$ cat src/rtl/qspi_master.sv
module qspi_master #(
  parameter int DIVW = 8
) (
  input  logic        clk,
  input  logic        rst_n,
  input  logic [2:0]  bus_addr,
  input  logic        bus_wr,
  input  logic        bus_rd,
  input  logic [15:0] bus_wdata,
  output logic [15:0] bus_rdata,
  output logic        irq,
  output logic        sck,
  output logic        so,
  input  logic        si,
  output logic [3:0]  cs
);
  localparam int DEPTH = 16;
  localparam int PW = $clog2(DEPTH) + 1;

  logic pwr, rx_en, duplex, cpol, cpha, lsb;
  logic [3:0] flen, cs_pol;
  logic [1:0] cs_hold, csel;
  logic [DIVW-1:0] div, hcnt;
  logic [17:0] txm [DEPTH];
  logic [15:0] rxm [DEPTH];
  logic [PW-1:0] twp, trp, rwp, rrp, left;
  logic busy, sck_lv, so_q, irq_q;
  logic [5:0] ecnt;
  logic [15:0] txs, rxs;

  wire [4:0] len = (flen == 4'd0) ? 5'd16 : {1'b0, flen};
  wire [3:0] top_i = flen - 4'd1;
  wire [5:0] last_e = {len, 1'b0};
  wire tx_full  = (twp - trp) == PW'(DEPTH);
  wire tx_empty = twp == trp;
  wire rx_full  = (rwp - rrp) == PW'(DEPTH);
  wire rx_empty = rwp == rrp;

  wire push  = bus_wr && bus_addr == 3'd5 && !tx_full;
  wire pop   = bus_rd && bus_addr == 3'd6 && !rx_empty;
  wire clr   = bus_wr && bus_addr == 3'd7 && bus_wdata[0];
  wire start = !busy && pwr && left != '0 && !tx_empty;
  wire tick  = busy && hcnt == div;
  wire fin   = tick && ecnt == last_e;
  wire lead  = !sck_lv;
  wire smp   = tick && !fin && (cpha ? !lead : lead);
  wire drv   = tick && !fin && (cpha ? lead : (!lead && ecnt != last_e - 6'd1));
  wire keep  = fin && rx_en && !rx_full;

  wire [17:0] head = txm[trp[3:0]];
  wire [15:0] tsrc = start ? head[15:0] : txs;
  wire        tbit = lsb ? tsrc[0] : tsrc[top_i];
  wire [15:0] tshf = lsb ? (tsrc >> 1) : (tsrc << 1);
  wire [15:0] rins = lsb ? ((rxs >> 1) | ({15'd0, si} << top_i)) : {rxs[14:0], si};

  always_ff @(posedge clk) begin
    if (push) txm[twp[3:0]] <= {cs_hold, bus_wdata};
    if (keep) rxm[rwp[3:0]] <= rxs;
  end

  always_ff @(posedge clk) begin
    if (!rst_n) begin
      {pwr, rx_en, duplex, cpol, cpha, lsb} <= '0;
      flen <= '0; cs_pol <= '0; cs_hold <= '0; csel <= '0;
      div <= '0; hcnt <= '0; ecnt <= '0;
      twp <= '0; trp <= '0; rwp <= '0; rrp <= '0; left <= '0;
      busy <= 1'b0; sck_lv <= 1'b0; so_q <= 1'b0; irq_q <= 1'b0;
      txs <= '0; rxs <= '0;
    end else begin
      irq_q <= 1'b0;
      if (bus_wr) begin
        case (bus_addr)
          3'd0: {flen, lsb, cpha, cpol, duplex, rx_en, pwr} <= {bus_wdata[11:8], bus_wdata[5:0]};
          3'd1: div <= bus_wdata[DIVW-1:0];
          3'd2: left <= (bus_wdata[3:0] == 4'd0) ? PW'(DEPTH) : PW'(bus_wdata[3:0]);
          3'd3: cs_pol <= bus_wdata[3:0];
          3'd4: cs_hold <= bus_wdata[1:0];
          default: ;
        endcase
      end
      if (push) twp <= twp + 1'b1;
      if (pop) rrp <= rrp + 1'b1;
      if (start) begin
        busy <= 1'b1; hcnt <= '0; ecnt <= '0; sck_lv <= 1'b0; rxs <= '0;
        csel <= head[17:16];
        trp <= trp + 1'b1;
        txs <= cpha ? head[15:0] : tshf;
        if (!cpha && duplex) so_q <= tbit;
      end else if (busy) begin
        hcnt <= tick ? '0 : hcnt + 1'b1;
        if (tick && !fin) begin
          sck_lv <= ~sck_lv;
          ecnt <= ecnt + 6'd1;
        end
        if (smp) rxs <= rins;
        if (drv) begin
          txs <= tshf;
          if (duplex) so_q <= tbit;
        end
        if (fin) begin
          busy <= 1'b0;
          left <= left - 1'b1;
          irq_q <= left == PW'(1);
          if (keep) rwp <= rwp + 1'b1;
        end
      end
      if (clr) begin
        twp <= '0; trp <= '0; rwp <= '0; rrp <= '0;
        busy <= 1'b0; sck_lv <= 1'b0;
      end
    end
  end

  always_comb
    for (int i = 0; i < 4; i++)
      cs[i] = (busy && csel == 2'(i)) ? cs_pol[i] : ~cs_pol[i];

  assign sck = sck_lv ^ cpol;
  assign so  = so_q;
  assign irq = irq_q;
  assign bus_rdata = (bus_addr == 3'd6) ? (rx_empty ? 16'd0 : rxm[rrp[3:0]]) :
                     (bus_addr == 3'd7) ? {12'd0, busy, rx_empty, tx_empty, tx_full} : 16'd0;


  tx_fill_chk: assert property (@(posedge clk) disable iff (!rst_n)
    (twp - trp) <= PW'(DEPTH));

  sck_rest_chk: assert property (@(posedge clk) disable iff (!rst_n)
    !busy && $past(!busy) && $stable(cpol) |-> $stable(sck));

  so_hold_chk: assert property (@(posedge clk) disable iff (!rst_n)
    !duplex && $past(!duplex) |-> $stable(so));

  cs_single_chk: assert property (@(posedge clk) disable iff (!rst_n)
    $onehot0(~(cs ^ cs_pol)));

  irq_end_chk: assert property (@(posedge clk) disable iff (!rst_n)
    irq |-> left == '0 && !busy);

  cs_frame_chk: assert property (@(posedge clk) disable iff (!rst_n)
    busy && $past(busy) |-> $stable(csel));
endmodule

$ cat config.mk
export PLATFORM = sky130hd
export DESIGN_NAME = qspi_master
export DESIGN_NICKNAME = d
export VERILOG_FILES = /design/src/rtl/qspi_master.sv
export SDC_FILE = /design/constraint.sdc
export NUM_CORES = 1
export LEC_CHECK = 0
export ABC_CLOCK_PERIOD_IN_PS = 10400
export BUFFER_PORTS_ARGS = -buffer_cell sky130_fd_sc_hd__buf_4
export CORE_ASPECT_RATIO = 0.5
export CORE_MARGIN = 4
export CORE_UTILIZATION = 50
export CTS_BUF_LIST = sky130_fd_sc_hd__clkbuf_8
export DETAILED_ROUTE_END_ITERATION = 8
export GPL_TIMING_DRIVEN = 0
export PLACE_DENSITY_LB_ADDON = 0.05
export SYNTH_ARGS = -nofsm -noshare
export SYNTH_HDL_FRONTEND = slang
export SYNTH_SLANG_ARGS = --single-unit
$ cat constraint.sdc
create_clock -name clk -period 10.4 [get_ports clk]
set_input_delay 2.08 -clock clk [delete_from_list [all_inputs] [get_ports clk]]
set_output_delay 2.08 -clock clk [all_outputs]
set_load 0.02 [all_outputs]
* Yosys cells after proc, flatten, opt, wreduce, memory -nomap -nowiden *
Memories as Yosys holds them, arrays and structs flattened. A register that Yosys moved wholly into a read port is not among the register bits.
Index checks and enable logic that the tools add are counted.

cells by class
  shift-type cells = 1
  divide/modulo/power cells = 0
  eq/ne operators = 19
  bitwise operators = 11
  mux-type cells = 43
  magnitude comparators = 1
  $mul = 0
  reduce and logical (&&, ||, !) cells = 51
  add/sub/neg operators = 11

operators by type and width
  kind                   number
  $mux W16               9
  $mux W5                7
  $logic_and A1 B1 Y1    22
  $add A5 B1 Y5 const B  4
  $mux W1                20
  $mux W4                5
  $or A15 B16 Y16        1
  $shl A1 B4 Y16         1
  $reduce_and A2 Y1      7
  $eq A3 B3 Y1 const B   4
  $eq A5 B5 Y1           2
  $eq A5 B5 Y1 const B   2
  $sub A5 B5 Y5          2
  $not A1 Y1             9
  $add A8 B1 Y8 const B  1
  $eq A8 B8 Y1           1
  $logic_not A1 Y1       8
  $logic_not A4 Y1       2
  $mux W8                1
  $reduce_and A4 Y1      2
  $add A6 B1 Y6 const B  1
  $eq A3 B2 Y1 const B   2
  $eq A6 B6 Y1           1
  $ne A6 B6 Y1           1
  other kinds (18)       22

word-level totals
  output and inout bits = 23
  logic and storage cells = 163
  input bits = 24
  bits in registers = 101
  bits in latches = 0
  memories = 2
  bits in read-only memories = 0
  bits in writable memories = 544

memories
  memory  words  bits a word  rd ports  clocked after Yosys merged registers in  write ports  line  RTL
  txm     16     18           1         1                                        1            24    logic [17:0] txm [DEPTH];
  rxm     16     16           1         1                                        1            25    logic [15:0] rxm [DEPTH];

* Depth between registers and ports, before layout *
Gate-level depths: netlist (run 1).

  depth in word-level cells = 12
  depth in mapped cells = 14

* Worst setup path after synthesis (run 1) *
OpenSTA, ideal clock, no wires.

  kind = input -> output
  start = in bus_addr[2]
  end = out bus_rdata[10]
  buffers on the path = 2
  arrival = 3334 ps
  slack = 4986 ps
  stages = 5
  path through = clkbuf_1 > nand2_1 > or3_1 > clkbuf_1 > nor2b_1

between the ends
  word-level cells in the longest chain between the ends = 2

RTL lines
  element          line  RTL
  start, declared  6     input logic [2:0] bus_addr,
  $eq A3 B3 Y1     121   assign bus_rdata = (bus_addr == 3'd6) ? (rx_empty ? 16'd0 : rxm[rrp[3:0]]) :
  $mux W16         121
  end, declared    10    output logic [15:0] bus_rdata,

Every way passes these cells.

* Final worst setup path (run 1) *
  start = in bus_addr[2]
  end = out bus_rdata[11]

The elaborated chain is that of the path after synthesis.

==> results of run 1 <==
[worst max path at each step]
stage                     endpoint  slack (ns)  depth (start not counted)
2_1_floorplan        bus_rdata[10]        4.99                          5
3_3_place_gp   txm[2][9]$_DFFE_PP_        3.21                          7
3_5_place_dp          bus_rdata[7]        4.41                          6
4_1_cts              bus_rdata[11]        4.40                          6
5_1_grt              bus_rdata[11]        4.28                          6
6_report             bus_rdata[11]        4.42                          6
[power breakdown]
group | internal (uW) | switching, uW | leakage, uW | total [uW]
clock | 862 | 978 | 0.000933 | 1840
combinational | 21.0 | 55.7 | 0.00298 | 76.8
sequential | 2810 | 3.26 | 0.00628 | 2820
total | 3700 | 1040 | 0.0102 | 4730
[layer usage]
metal	track usage	up-vias	wire, um
li1	-	6750	-
met1	0.315	7897	28300
met2	0.384	535	31700
met3	0.0519	101	4130
met4	0.0662	0	1520
met5	0	-	0
[cell type report]
cell class,count,share of cell area
plain buffers,90,0.0159
clock buffers,93,0.0423
clock inverters,76,0.0117
inverters,28,0.00347
multi-input cells,867,0.261
flip-flops and latches,653,0.612
well taps,701,0.0290
repair buffers,74,0.0245
[state kept, by name, summed over array words and instances, names as in the netlist, 4 cells and up, named ones only]
register and cells:
rxm 256, div 8, twp 5, rwp 5, rrp 5, left 5, trp 5, cs_pol 4
ecnt 6, hcnt 8, flen 4, txs 16, rxs 16, txm 288
[stage by stage]
step / instances / hold slack (ns) / total power [uW] / worst slack [ns] / utilization
6_report: 2582 / 0.467 / 4730 / 4.42 / 0.576
5_1_grt: 2582 / 0.493 / 4900 / 4.28 / 0.576
4_1_cts: 2582 / 0.469 / 4770 / 4.40 / 0.576
3_5_place_dp: 2413 / 0.459 / 2950 / 4.41 / 0.545
3_3_place_gp: 2381 / 0.449 / 2940 / 3.21 / 0.534
2_1_floorplan: 1638 / 0.432 / 2910 / 4.99 / -
[logic make-up after synthesis]
logic type,share of synthesized area
AOI/OAI and AO/OA,0.0469
adders and majority gates,0.0116
DFF,0.689
muxes,0.147
buffers and inverters,0.0218
and+or+nand+nor,0.0662
xor gates and xnor gates,0.0176
[critical path: cells and delay by family]
| family | cells | cell delay (ns) |
|---|---|---|
| buffers and inverters | 3 | 0.75 |
| and+or+nand+nor | 3 | 1.07 |
[synthesized netlist by cell type, types with 9 or more instances]
master / number
edfxtp_1: 544
nor2_1: 136
mux4_2: 133
nand2_1: 114
dfxtp_1: 109
a21oi_1: 77
mux2i_1: 49
clkbuf_1: 46
xor2_1: 32
ha_1: 25
inv_1: 24
buf_2: 22
nor2b_1: 22
nor3_1: 22
xnor2_1: 22
nand3_1: 19
o21ai_0: 19
mux2_2: 18
a211oi_1: 17
a22oi_1: 16
nand4_1: 14
nand2b_1: 11
mux4_1: 10
a31oi_1: 9
==> results.md, run 1 <==
- Status: finished clean
- Max_slew headroom: 0.191
- Fin. max-slew vios: 0
- Placed wire-length estimate: 43.1 mm
- Vias in the first global route: 15,647
- Area share of the leading cell type in the synthesized netlist: 0.608
- Final cycle utilization of the critical path: 0.575
- Hold Path Cell Cnt: 2
- Post-layout minimum cycle time: 5.98 ns
- WHS Endpoint: rx_en$_SDFFE_PN0P_
- Clock root buffer: clkbuf_8
- Worst VDD drop: 92.6 uV
- Critical path class: in -> out
- N_diodes: 0
- Worst-path cell chain: clkbuf_1 > nand2_1 > or3_1 > clkbuf_1 > nor2b_1 > buf_4
- CTS buffer count: 91
- First DRT Iteration DRCs: 1,376
- Final ANT Viol Nets: 0
- Core area: 0.0526 mm^2
- Nature of the critical path startpoint: input pin
- I/O Pins: 47
- DRC Markers: 0
- All-Layer GR Usage: 0.232
- Reg2Reg Setup Slack: 5.80 ns
- Post-CTS Setup Inserts: 0
- Worst setup path start: bus_addr[2]
- Largest net degree at the start of global routing: 24
- Worst Path Max Fanout: 10
- HP Start: rx_en$_SDFFE_PN0P_
- Placed instance area: 0.0286 mm^2
- Post-Synthesis Cells: 1,638
- Number of synthesized flops with an enable pin: 544
- Post-Syn Nets: 1,687
- Worst EP required: 8.32 ns
- Synth top area cells: edfxtp_1, mux4_2, dfxtp_1
- H-tree depth: 3
- Top FF cell, synth: edfxtp_1
- Post-CTS sizing: 0
- #FFs+latches synth: 653
- # fillers: 4,049
- Final Skew: 0.0167 ns
- Cells on worst reg2reg path: 15
- Most frequent cells in the layout: edfxtp_1, mux4_2, nand2_1
- Row count: 59
- Synth unique cells: 71
- Avg Synthesized Cell Area: 16.4 um^2
- CTS max path bufs: 3
- FFs w/ async S/R, synth: 0
- FMAX: 167 MHz
- TNS Setup: 0 ns
- Multi-input logic area: 0.00791 mm^2
- Reg2reg start: flen[0]$_SDFFE_PN0P_
- Initial antenna violation count: 0
- Post-CTS Hold Buffers: 0
- First-pass detailed-route iteration total: 7
- Crit Reg-Reg Endpoint: rxm[5][12]$_DFFE_PP_
- Pwr/cell area: 156 mW/mm^2
- Chip Width: 336 um
- Number of I/O port buffers: 42
- Nature of the critical path endpoint: output port
- Worst EP arrival: 3.90 ns
- Worst-skew pair later-pin latency: 0.67 ns
- Vias per cell: 5.92
- Post-synthesis sequential area ratio: 0.689
- Hold Path Class: reg -> reg
- CTS tree: yes
- Unrepaired setup endpoints after global routing: no
- Post-synthesis cell area: 0.0269 mm^2
- Cell repeated most along the worst path: clkbuf_1
- DR WL/cell: 25.4 um
- CTS Sinks: 653
- Starting Density: 0.511
- RePlAce Congestion: 0.900
- Max stage delay cell, worst path: or3_1
- Chip height: 172 um
- Critical Path Max Stage Delay: 0.56 ns
- Final setup vio count: 0
- Yosys top cell by area: edfxtp_1
- Final hold vios: 0
- Nets@finish: 1,854
- DR vias: 15,283
- Design area: 0.0303 mm^2
- Worst-margin pin slew: 1.21 ns
- Reg area: 0.0185 mm^2
- Max_cap viols: 0
- Area Growth Syn to Fin: 12.6%
- Share of layout cells above drive strength 1: 0.224
- Warnings, synthesis: 0
- LEAKAGE: 0.0102 uW
- Most common cell after layout, fill and taps aside: edfxtp_1
- Die area: 0.0578 mm^2
- Reg clk slew, reported paths: 0.07 ns
- Grt ovf: 0
- Final wirelength: 65.7 mm
- First-pass GRT wire length: 98.4 mm
(Power assumes the default switching activity.)
==> run 2: changes to the inputs <==
--- a/config.mk
+++ b/config.mk
@@ -5,7 +5,7 @@
 export SDC_FILE = /design/constraint.sdc
 export NUM_CORES = 1
 export LEC_CHECK = 0
-export ABC_CLOCK_PERIOD_IN_PS = 10400
+export ABC_CLOCK_PERIOD_IN_PS = 4900
 export BUFFER_PORTS_ARGS = -buffer_cell sky130_fd_sc_hd__buf_4
 export CORE_ASPECT_RATIO = 0.5
 export CORE_MARGIN = 4
==> constraint.sdc (replaced) <==
create_clock -name clk -period 4.9 [get_ports clk]
set_input_delay 0.98 -clock clk [delete_from_list [all_inputs] [get_ports clk]]
set_output_delay 0.98 -clock clk [all_outputs]
set_load 0.02 [all_outputs]
==> run 2 against run 1 <==
Clock-buffer cell count unchanged. Sequential share of layout area is essentially flat. Utilization hardly changed. Via count hardly changed. Routed wire length up 0.11%. Critical path depth grew 1. Sequential power increased by 110%. First-iteration DRC count down 2.9%. Register-to-register slack worse by 5.5 ns. Worst setup slack got worse by 4.1 ns. Power is 110% higher. Critical path type is now reg -> out. Critical endpoint is now bus_rdata[0].
==> results.md, run 2 (synthesized netlist as in run 1, its figures left out) <==
- Status: finished clean
- Final Skew: 0.0151 ns
- Max_cap viols: 0
- Nature of the critical path startpoint: flip-flop
- Reg area: 0.0185 mm^2
- Largest net degree at the start of global routing: 24
- Multi-input logic area: 0.00793 mm^2
- Most common cell after layout, fill and taps aside: edfxtp_1
- Placed wire-length estimate: 43.1 mm
- Vias in the first global route: 15,647
- Clock root buffer: clkbuf_8
- Max reg flops: 288
- FMAX: 217 MHz
- H-tree depth: 3
- All-Layer GR Usage: 0.232
- Fin. max-slew vios: 0
- Max_slew headroom: 0.191
- DR WL/cell: 25.5 um
- # fillers: 4,048
- First-pass detailed-route iteration total: 7
- Worst-path cell chain: clkbuf_1 > clkbuf_1 > mux4_2 > mux4_2 > a21oi_1 > nor2_1 > buf_4
- Final hold slack: 0.468 ns
- Most frequent cells in the layout: edfxtp_1, mux4_2, nand2_1
- Critical Path Max Stage Delay: 0.70 ns
- Reg clk slew, reported paths: 0.07 ns
- Starting Density: 0.511
- Worst-skew pair later-pin latency: 0.67 ns
- Share of layout cells above drive strength 1: 0.224
- Worst VDD drop: 197 uV
- Die area: 0.0578 mm^2
- First-pass GRT wire length: 98.4 mm
- Final wirelength: 65.8 mm
- Post-CTS Hold Buffers: 0
- Chip height: 172 um
- I/O Pins: 47
- DRC Markers: 0
- TNS Setup: 0 ns
- Hold Path Class: reg -> reg
- Vias per cell: 5.92
- CP top delay family: buffers and inverters
- Nature of the critical path endpoint: output port
- LEAKAGE: 0.0100 uW
- Chip Width: 336 um
- Final ANT Viol Nets: 0
- Critical path buffers and inverters: 3
- Number of I/O port buffers: 42
- Post-CTS sizing: 0
- Area Growth Syn to Fin: 12.7%
- CTS buffer count: 91
- Pwr/cell area: 332 mW/mm^2
- Critical path class: reg -> out
- Worst EP arrival: 3.63 ns
- Final hold vios: 0
- Post-CTS Setup Inserts: 0
- Nets@finish: 1,854
- RePlAce Congestion: 0.900
- Initial antenna violation count: 0
- Final setup vio count: 0
- First DRT Iteration DRCs: 1,336
- Worst-margin pin slew: 1.21 ns
- Max stage delay cell, worst path: clkbuf_1
- Grt ovf: 0
- CTS tree: yes
- DR vias: 15,291
- CTS Sinks: 653
- Worst Path Max Fanout: 10
- Worst EP required: 3.92 ns
- Row count: 59
- CTS max path bufs: 3
- N_diodes: 0
- Util after Layout: 0.576
- Final cycle utilization of the critical path: 0.940
- Post-layout minimum cycle time: 4.61 ns
- Core area: 0.0526 mm^2
## run 2: cell counts in the layout (fill, tap and decap cells not counted)
Identical to the previous run, type by type.
## run 2: layer usage
layer	routed length [um]	up-vias	global-route usage
met4	1620	0	0.0662
li1	-	6747	-
met5	0	-	0
met2	31700	510	0.384
met3	4280	109	0.0519
met1	28200	7925	0.315
## run 2: final cells by class
cell class,instances,area share
multi-input combinational,867,0.262
inverter,28,0.00347
clock inverter,76,0.0117
clock buffer,93,0.0423
tap,701,0.0290
buffer,90,0.0159
sequential,653,0.611
timing repair buffer,74,0.0245
## run 2: worst min-delay path, delay by kind of cell, from the launching register on
family,cells,cell delay (ns)
AOI/OAI and AO/OA,1,0.06
DFF,1,0.31
and+or+nand+nor,1,0.05
## run 2: final timing paths
check	startpoint	endpoint	slack, ns	depth (start not counted)
max	flip-flop	bus_rdata[0]	0.29	7
min	duplex$_SDFFE_PN0P_	duplex$_SDFFE_PN0P_	0.47	2
max reg2reg	flen[0]$_SDFFE_PN0P_	rxm[13][11]$_DFFE_PP_	0.32	15
min reg2reg	duplex$_SDFFE_PN0P_	duplex$_SDFFE_PN0P_	0.47	2
## run 2: where the power goes
part           total [uW]  switching (uW)  internal [uW]
Clock                3900            2070           1830
Combinational         163             118           44.7
Sequential           5980            6.92           5970
## run 2: per-stage QoR
step	setup slack (ns)	cell area, um^2	std cells	total power (uW)
global route	-0.00917	30300	2582	10400
floorplan	0.678	26900	1638	6170
finish	0.293	30300	2582	10000
global placement	-1.49	28100	2381	6250
detailed placement	0.344	28600	2413	6260
CTS	0.138	30300	2582	10100
